`src/rtl/blink_pkg.sv`:
```
`timescale 1ns/1ps
// Shared definitions for the dual-phase blink output controller.
// Assumes the register data width is at least 8 bits, so the status bit fits.
package blink_pkg;
    // Configuration bit positions.
    localparam int CFG_EN_BIT     = 0;
    localparam int CFG_FLIP_BIT   = 1;
    localparam int CFG_O16P0_BIT  = 2;
    localparam int CFG_O16P1_BIT  = 3;
    localparam int CFG_STATUS_BIT = 7;

    // Writable configuration state.
    typedef struct packed {
        logic o16_p1;
        logic o16_p0;
        logic flip;
        logic en;
    } cfg_t;

    localparam cfg_t CFG_RESET = '{o16_p1: 1'b1, o16_p0: 1'b1, flip: 1'b0, en: 1'b0};
endpackage

```
`src/rtl/blink_sync.sv`:
```
`timescale 1ns/1ps
// Multi-stage synchroniser for the asynchronous blink pin.
// Assumes pin_in may change at any time; lvl_out is its level delayed by STAGES edges.
module blink_sync #(
    parameter int STAGES = 2
) (
    input  logic clk,
    input  logic rst_n,
    input  logic pin_in,
    output logic lvl_out
);
    logic [STAGES-1:0] chain;

    // Shift the pin through the synchroniser flops.
    always_ff @(posedge clk) begin
        if (!rst_n) chain <= '0;
        else        chain <= {chain[STAGES-2:0], pin_in};
    end

    assign lvl_out = chain[STAGES-1];

    // Cycles since reset, saturating, used to gate the latency check.
    logic [1:0] age;
    always_ff @(posedge clk) begin
        if (!rst_n)         age <= '0;
        else if (age != 2'd2) age <= age + 2'd1;
    end

    generate
        if (STAGES == 2) begin : g_chk2
            // output equals the pin as sampled two edges ago
            p_sync_delay_r8: assert property (@(posedge clk) disable iff (!rst_n)
                (age == 2'd2) |-> (lvl_out == $past(pin_in, 2)));
        end
    endgenerate
endmodule

```
`src/rtl/pattern_regs.sv`:
```
`timescale 1ns/1ps
// Register file: pattern banks for both phases plus the configuration register.
// Assumes BANK_W >= 8. Banks are numbered from the lowest outputs upward.
// Map: phase-0 banks at 0..BANKS-1, phase-1 banks next, configuration last.
module pattern_regs
    import blink_pkg::*;
#(
    parameter int BANK_W = 8,
    parameter int BANKS  = 2,
    parameter int ADDR_W = 3
) (
    input  logic                    clk,
    input  logic                    rst_n,
    input  logic                    wr_en,
    input  logic [ADDR_W-1:0]       wr_addr,
    input  logic [BANK_W-1:0]       wr_data,
    input  logic [ADDR_W-1:0]       rd_addr,
    input  logic                    blink_lvl,
    output logic [BANK_W-1:0]       rd_data,
    output logic [BANKS*BANK_W-1:0] pat0,
    output logic [BANKS*BANK_W-1:0] pat1,
    output cfg_t                    cfg
);
    localparam int CFG_ADDR = 2 * BANKS;

    generate
        for (genvar b = 0; b < BANKS; b++) begin : g_bank
            localparam int A0 = b;
            localparam int A1 = BANKS + b;

            // Phase-0 bank b: load on a matching write.
            always_ff @(posedge clk) begin
                if (!rst_n)
                    pat0[b*BANK_W +: BANK_W] <= '1;
                else if (wr_en && (int'(wr_addr) == A0))
                    pat0[b*BANK_W +: BANK_W] <= wr_data;
            end

            // Phase-1 bank b: load on a matching write.
            always_ff @(posedge clk) begin
                if (!rst_n)
                    pat1[b*BANK_W +: BANK_W] <= '1;
                else if (wr_en && (int'(wr_addr) == A1))
                    pat1[b*BANK_W +: BANK_W] <= wr_data;
            end
        end
    endgenerate

    // Configuration register: only the writable bits are stored.
    always_ff @(posedge clk) begin
        if (!rst_n)
            cfg <= CFG_RESET;
        else if (wr_en && (int'(wr_addr) == CFG_ADDR))
            cfg <= '{o16_p1: wr_data[CFG_O16P1_BIT], o16_p0: wr_data[CFG_O16P0_BIT],
                     flip: wr_data[CFG_FLIP_BIT], en: wr_data[CFG_EN_BIT]};
    end

    // Read mux: stored banks, configuration with live status, zero elsewhere.
    always_comb begin
        rd_data = '0;
        for (int b = 0; b < BANKS; b++) begin
            if (int'(rd_addr) == b)         rd_data = pat0[b*BANK_W +: BANK_W];
            if (int'(rd_addr) == BANKS + b) rd_data = pat1[b*BANK_W +: BANK_W];
        end
        if (int'(rd_addr) == CFG_ADDR) begin
            rd_data[CFG_EN_BIT]     = cfg.en;
            rd_data[CFG_FLIP_BIT]   = cfg.flip;
            rd_data[CFG_O16P0_BIT]  = cfg.o16_p0;
            rd_data[CFG_O16P1_BIT]  = cfg.o16_p1;
            rd_data[CFG_STATUS_BIT] = blink_lvl;
        end
    end

    // storage holds whenever no write is presented
    p_hold_no_write_r10: assert property (@(posedge clk) disable iff (!rst_n)
        !wr_en |=> ($stable(pat0) && $stable(pat1) && $stable(cfg)));
endmodule

```
`src/rtl/phase_select.sv`:
```
`timescale 1ns/1ps
// Combinational selection of the active pattern set.
// Assumes blink_lvl is already synchronised; output 16 sits above the banked outputs.
module phase_select
    import blink_pkg::*;
#(
    parameter int NBANKED = 16
) (
    input  logic               clk,
    input  logic               rst_n,
    input  logic [NBANKED-1:0] pat0,
    input  logic [NBANKED-1:0] pat1,
    input  cfg_t               cfg,
    input  logic               blink_lvl,
    output logic [NBANKED:0]   out_rel
);
    logic use_p1;

    // Phase choice: flip XOR pin, gated by the enable flag.
    always_comb begin
        use_p1 = cfg.en & (cfg.flip ^ blink_lvl);
    end

    // Output mux: a 1 releases the pin, a 0 drives it low.
    always_comb begin
        out_rel = use_p1 ? {cfg.o16_p1, pat1} : {cfg.o16_p0, pat0};
    end

    // with blink off, the flip flag and the pin cannot move the outputs
    p_off_ignores_r2: assert property (@(posedge clk) disable iff (!rst_n)
        (!cfg.en && $stable(cfg) && $stable(pat0)) |-> $stable(out_rel));

    // enabled with an all-low phase-1 set active drives every pin low
    p_phase1_low_r3: assert property (@(posedge clk) disable iff (!rst_n)
        (cfg.en && (cfg.flip != blink_lvl) && (pat1 == '0) && !cfg.o16_p1)
        |-> (out_rel == '0));
endmodule

```
`src/rtl/blink_pattern_ctrl.sv`:
```
`timescale 1ns/1ps
// Top of the dual-phase blink output controller.
// Assumes blink_pin is asynchronous and that software accesses registers via the
// synchronous write port and the combinational read port.
module blink_pattern_ctrl
    import blink_pkg::*;
#(
    parameter int BANK_W      = 8,
    parameter int BANKS       = 2,
    parameter int SYNC_STAGES = 2,
    localparam int NBANKED    = BANK_W * BANKS,
    localparam int NOUT       = NBANKED + 1,
    localparam int ADDR_W     = $clog2(2 * BANKS + 1)
) (
    input  logic              clk,
    input  logic              rst_n,
    input  logic              blink_pin,
    input  logic              wr_en,
    input  logic [ADDR_W-1:0] wr_addr,
    input  logic [BANK_W-1:0] wr_data,
    input  logic [ADDR_W-1:0] rd_addr,
    output logic [BANK_W-1:0] rd_data,
    output logic [NOUT-1:0]   out_rel
);
    logic               blink_lvl;
    logic [NBANKED-1:0] pat0;
    logic [NBANKED-1:0] pat1;
    cfg_t               cfg;

    blink_sync #(.STAGES(SYNC_STAGES)) u_sync (
        .clk     (clk),
        .rst_n   (rst_n),
        .pin_in  (blink_pin),
        .lvl_out (blink_lvl)
    );

    pattern_regs #(.BANK_W(BANK_W), .BANKS(BANKS), .ADDR_W(ADDR_W)) u_regs (
        .clk       (clk),
        .rst_n     (rst_n),
        .wr_en     (wr_en),
        .wr_addr   (wr_addr),
        .wr_data   (wr_data),
        .rd_addr   (rd_addr),
        .blink_lvl (blink_lvl),
        .rd_data   (rd_data),
        .pat0      (pat0),
        .pat1      (pat1),
        .cfg       (cfg)
    );

    phase_select #(.NBANKED(NBANKED)) u_sel (
        .clk       (clk),
        .rst_n     (rst_n),
        .pat0      (pat0),
        .pat1      (pat1),
        .cfg       (cfg),
        .blink_lvl (blink_lvl),
        .out_rel   (out_rel)
    );

    // the edge after a reset cycle leaves every output released
    p_reset_release_r1: assert property (@(posedge clk)
        !rst_n |=> (&out_rel));
endmodule

```
`config.mk`:
```
export PLATFORM = sky130hd
export DESIGN_NAME = blink_pattern_ctrl
export DESIGN_NICKNAME = d
export VERILOG_FILES = /design/src/rtl/blink_pkg.sv /design/src/rtl/blink_sync.sv /design/src/rtl/pattern_regs.sv /design/src/rtl/phase_select.sv /design/src/rtl/blink_pattern_ctrl.sv
export SDC_FILE = /design/constraint.sdc
export NUM_CORES = 1
export LEC_CHECK = 0
export BUFFER_PORTS_ARGS = -buffer_cell sky130_fd_sc_hd__buf_2
export CAP_MARGIN = 20
export CORE_ASPECT_RATIO = 1.2
export CORE_MARGIN = 5
export CORE_UTILIZATION = 48
export DETAILED_ROUTE_END_ITERATION = 6
export PLACE_DENSITY = 0.75
export SETUP_SLACK_MARGIN = 0.4
export SLEW_MARGIN = 10
export SYNTH_ARGS = -nofsm -noshare
export SYNTH_HDL_FRONTEND = slang
export SYNTH_SLANG_ARGS = --single-unit
```
`constraint.sdc`:
```
create_clock -name clk -period 1.1 [get_ports clk]
set_input_delay 0 -clock clk [delete_from_list [all_inputs] [get_ports clk]]
set_output_delay 0 -clock clk [all_outputs]
set_load 0.01 [all_outputs]
```
==> reports/metrics.csv <==
metric;value;unit
clk sinks;38;
clock-pin transition on the worst setup and hold timing paths;0.07;ns
total setup violations reported at the end of the flow;25;
total number of vias;1894;
Setup Skew;0.0009573;ns
failing checks;negative hold slack, negative setup slack;
data arrival time of the critical path;1.56;ns
minimum clock period;1.562;ns
HPWL reported at the end of detailed placement;3529;µm
first-pass GRT wire length;9384;µm
number of max-cap violations;0;
Critical Path End Type;output port;
number of routed nets with antenna violations;0;
number of port buffers;42;
number of DRC markers in iteration 0;144;
final weighted congestion in routability-driven placement;0.7618;
I/O pin count;43;
Max VDD drop;0.7384;mV
worst slack, placed;-0.1148;ns
drt total wl;6273;µm
vertical die dimension;80.53;µm
Std-Cell Core Area;3973;µm²
H-tree levels;2;
worst-case clock buffer depth;2;
largest net degree at the start of global routing;39;
number of buffers added by the clock tree synthesis step;5;
worst rel slew slack;62.20;%
starting utilization of the core area;50.08;%
worst-skew pair later-pin latency;0.29;ns
worst slew pin tran;0.5659;ns
portion of the post-synthesis area used by sequential elements;38.24;%
Top FF cell, synth;sky130_fd_sc_hd__dfxtp_1;
via density per instance;5.554;
endpoints failing hold;4;
mean cell area of the mapped netlist;9.800;µm²
root cell of the clock tree;sky130_fd_sc_hd__clkbuf_8;
cell area after synthesis;1989;µm²
Worst Setup Slack, final;-0.4621;ns
CP max-delay cell;sky130_fd_sc_hd__dfxtp_2;
number of standard-cell rows in the floorplan;25;
fmax;640.2;MHz
Nets;305;
Max Fanout on Critical Path;11;
DIE WIDTH;68.77;µm
clock tree from TritonCTS;done;
overall routing resource usage;23.00;%
ordered cell list for the critical path;xor2_1 -> nand2_2 -> buf_12 -> mux2_4 -> buf_6;
layout overhead on the synthesized area;52.96;%
Leak Pwr;1.333;nW
Worst Hold Class;in2reg;
overall die area;5538;µm²
share of the clock period used by the worst path after layout;142.0;%
post-detailed-route wirelength per cell;18.40;µm
Distinct cells, synth;29;
unrepaired setup endpoints after global routing;yes;
Post-synth EDFFs;0;
first-pass iteration count of the detailed router;4;
power density over cell area;969.9;nW/µm²
result of the run;finished, violations left;
number of global-route vias before repair;1906;
critical path startpoint category;register;
count of mapped cells out of synthesis;203;
syn_nets;221;
Crit path largest cell delay;0.34;ns
number of DRC violations after detailed routing;0;
count of antenna diodes in the layout;0;
register-to-register setup slack;0.23;ns
ratio of cells with drive above 1 in the final layout;58.54;%
initial antenna violation count;0;
worst endpoint required time;1.10;ns
final hold slack;-0.02749;ns
critical path class;reg2out;
ys async rst share;0;%
Yosys warnings;0;
total overflow reported by the global router;0;
total power of the final layout;0.002951;W
number of register bits inferred by synthesis;38;
fin. max-slew vios;0;
-- final timing paths --
kind | startpoint | to | cells past startpoint
hold reg to reg | u_sync.chain[0] | u_sync.chain[1] | 1
setup reg to reg | u_regs.pat0[14] | u_regs.pat0[14] | 4
setup / recovery | u_regs.cfg[1] | out_rel[5] | 5
hold / removal | wr_data[5] | u_regs.pat1[5] | 3
-- registers in the layout, summed over array words and instances, names as in the netlist --
register      count
u_regs.pat0      16
u_regs.pat1      16
u_regs.cfg        4
u_sync.chain      2
-- routing by layer --
layer	vias up	track usage, %	part of all wire (%)
met5	-	0	0
met4	0	9.357	2.6
met3	13	3.636	4.9
met2	71	40.78	53
met1	924	26.66	40
li1	886	-	-
-- stage by stage --
step                setup TNS [ns]  utilization, %  instances  instance area [µm²]
global route                -10.32           76.60        341                 3043
floorplan                  -0.1140               -        203                 2066
finish                      -9.077           76.60        341                 3043
global placement            -1.414           61.32        306                 2436
CTS                         -8.599           72.54        335                 2882
detailed placement          -1.717           61.32        306                 2436
-- layout make-up --
| type | count | area, µm² |
|---|---|---|
| Fill cell | 270 | 929.6 |
| Sequential cell | 38 | 785.8 |
| Timing Repair Buffer | 91 | 819.5 |
| Clock buffer | 5 | 68.82 |
| Tap cell | 54 | 67.56 |
| Clock inverter | 2 | 10.01 |
| Multi-Input combinational cell | 151 | 1291 |
-- repair_timing --
action | CTS | global route
resized for setup | 44 | 36
endpoints found under the setup margin | 50 | 57
pin swaps | 5 | 7
endpoints found under the hold margin | 27 | 1
buffers inserted | 11 | 6
hold buffers | 11 | 1
-- Yosys cell counts (3+ instances only) --
cell	instances	area share, %
sky130_fd_sc_hd__nor4bb_1	3	1.5
sky130_fd_sc_hd__a2bb2oi_1	4	1.8
sky130_fd_sc_hd__nor2b_1	7	2.2
sky130_fd_sc_hd__mux2i_1	25	13
sky130_fd_sc_hd__mux2_2	12	6.8
sky130_fd_sc_hd__nand3_1	16	4.0
sky130_fd_sc_hd__o21ai_0	4	1.0
sky130_fd_sc_hd__buf_6	3	1.7
sky130_fd_sc_hd__clkbuf_1	6	1.1
sky130_fd_sc_hd__mux4_2	3	3.4
sky130_fd_sc_hd__dfxtp_1	38	38
sky130_fd_sc_hd__nand2_1	50	9.4
sky130_fd_sc_hd__a22oi_1	4	1.5
sky130_fd_sc_hd__mux2_4	10	7.5
-- kinds of logic after synthesis --
family,Yosys count,synth area share (%)
compound gates,14,4.968
xor+xnor,1,0.4403
buf+inv,14,4.339
flops,38,38.24
mux,50,30.31
simple gates,86,21.70
-- report_power, final --
group          total, W  switching (W)  internal [W]
sequential      0.00145      0.0000329       0.00142
clock          0.000910       0.000485      0.000425
combinational  0.000588       0.000267      0.000321
-- layout by cell type (no fill, tap or decap), types with 3 or more instances in the layout --
master,n
sky130_fd_sc_hd__nand2_2,14
sky130_fd_sc_hd__o21ai_1,4
sky130_fd_sc_hd__nand3_2,7
sky130_fd_sc_hd__a22oi_2,3
sky130_fd_sc_hd__clkbuf_8,5
sky130_fd_sc_hd__buf_12,3
sky130_fd_sc_hd__nand3_1,9
sky130_fd_sc_hd__dfxtp_2,20
sky130_fd_sc_hd__mux2_4,12
sky130_fd_sc_hd__buf_2,22
sky130_fd_sc_hd__mux4_2,3
sky130_fd_sc_hd__mux2i_1,24
sky130_fd_sc_hd__dlygate4sd3_1,7
sky130_fd_sc_hd__buf_6,27
sky130_fd_sc_hd__buf_4,26
sky130_fd_sc_hd__nand2_1,37
sky130_fd_sc_hd__nor2b_4,3
sky130_fd_sc_hd__dfxtp_1,18
sky130_fd_sc_hd__mux2_2,10
sky130_fd_sc_hd__nor2b_1,4
sky130_fd_sc_hd__dlymetal6s4s_1,4
sky130_fd_sc_hd__a2bb2oi_1,4
-- critical path, delay by kind of cell, from the launching register on --
kind                   cells  cell delay, ns
buffers and inverters      2            0.29
XOR/XNOR                   1            0.19
AND/OR/NAND/NOR            1            0.13
multiplexers               1            0.31
flip-flops                 1            0.34
No activity file was read; power rests on OpenSTA's default activity.
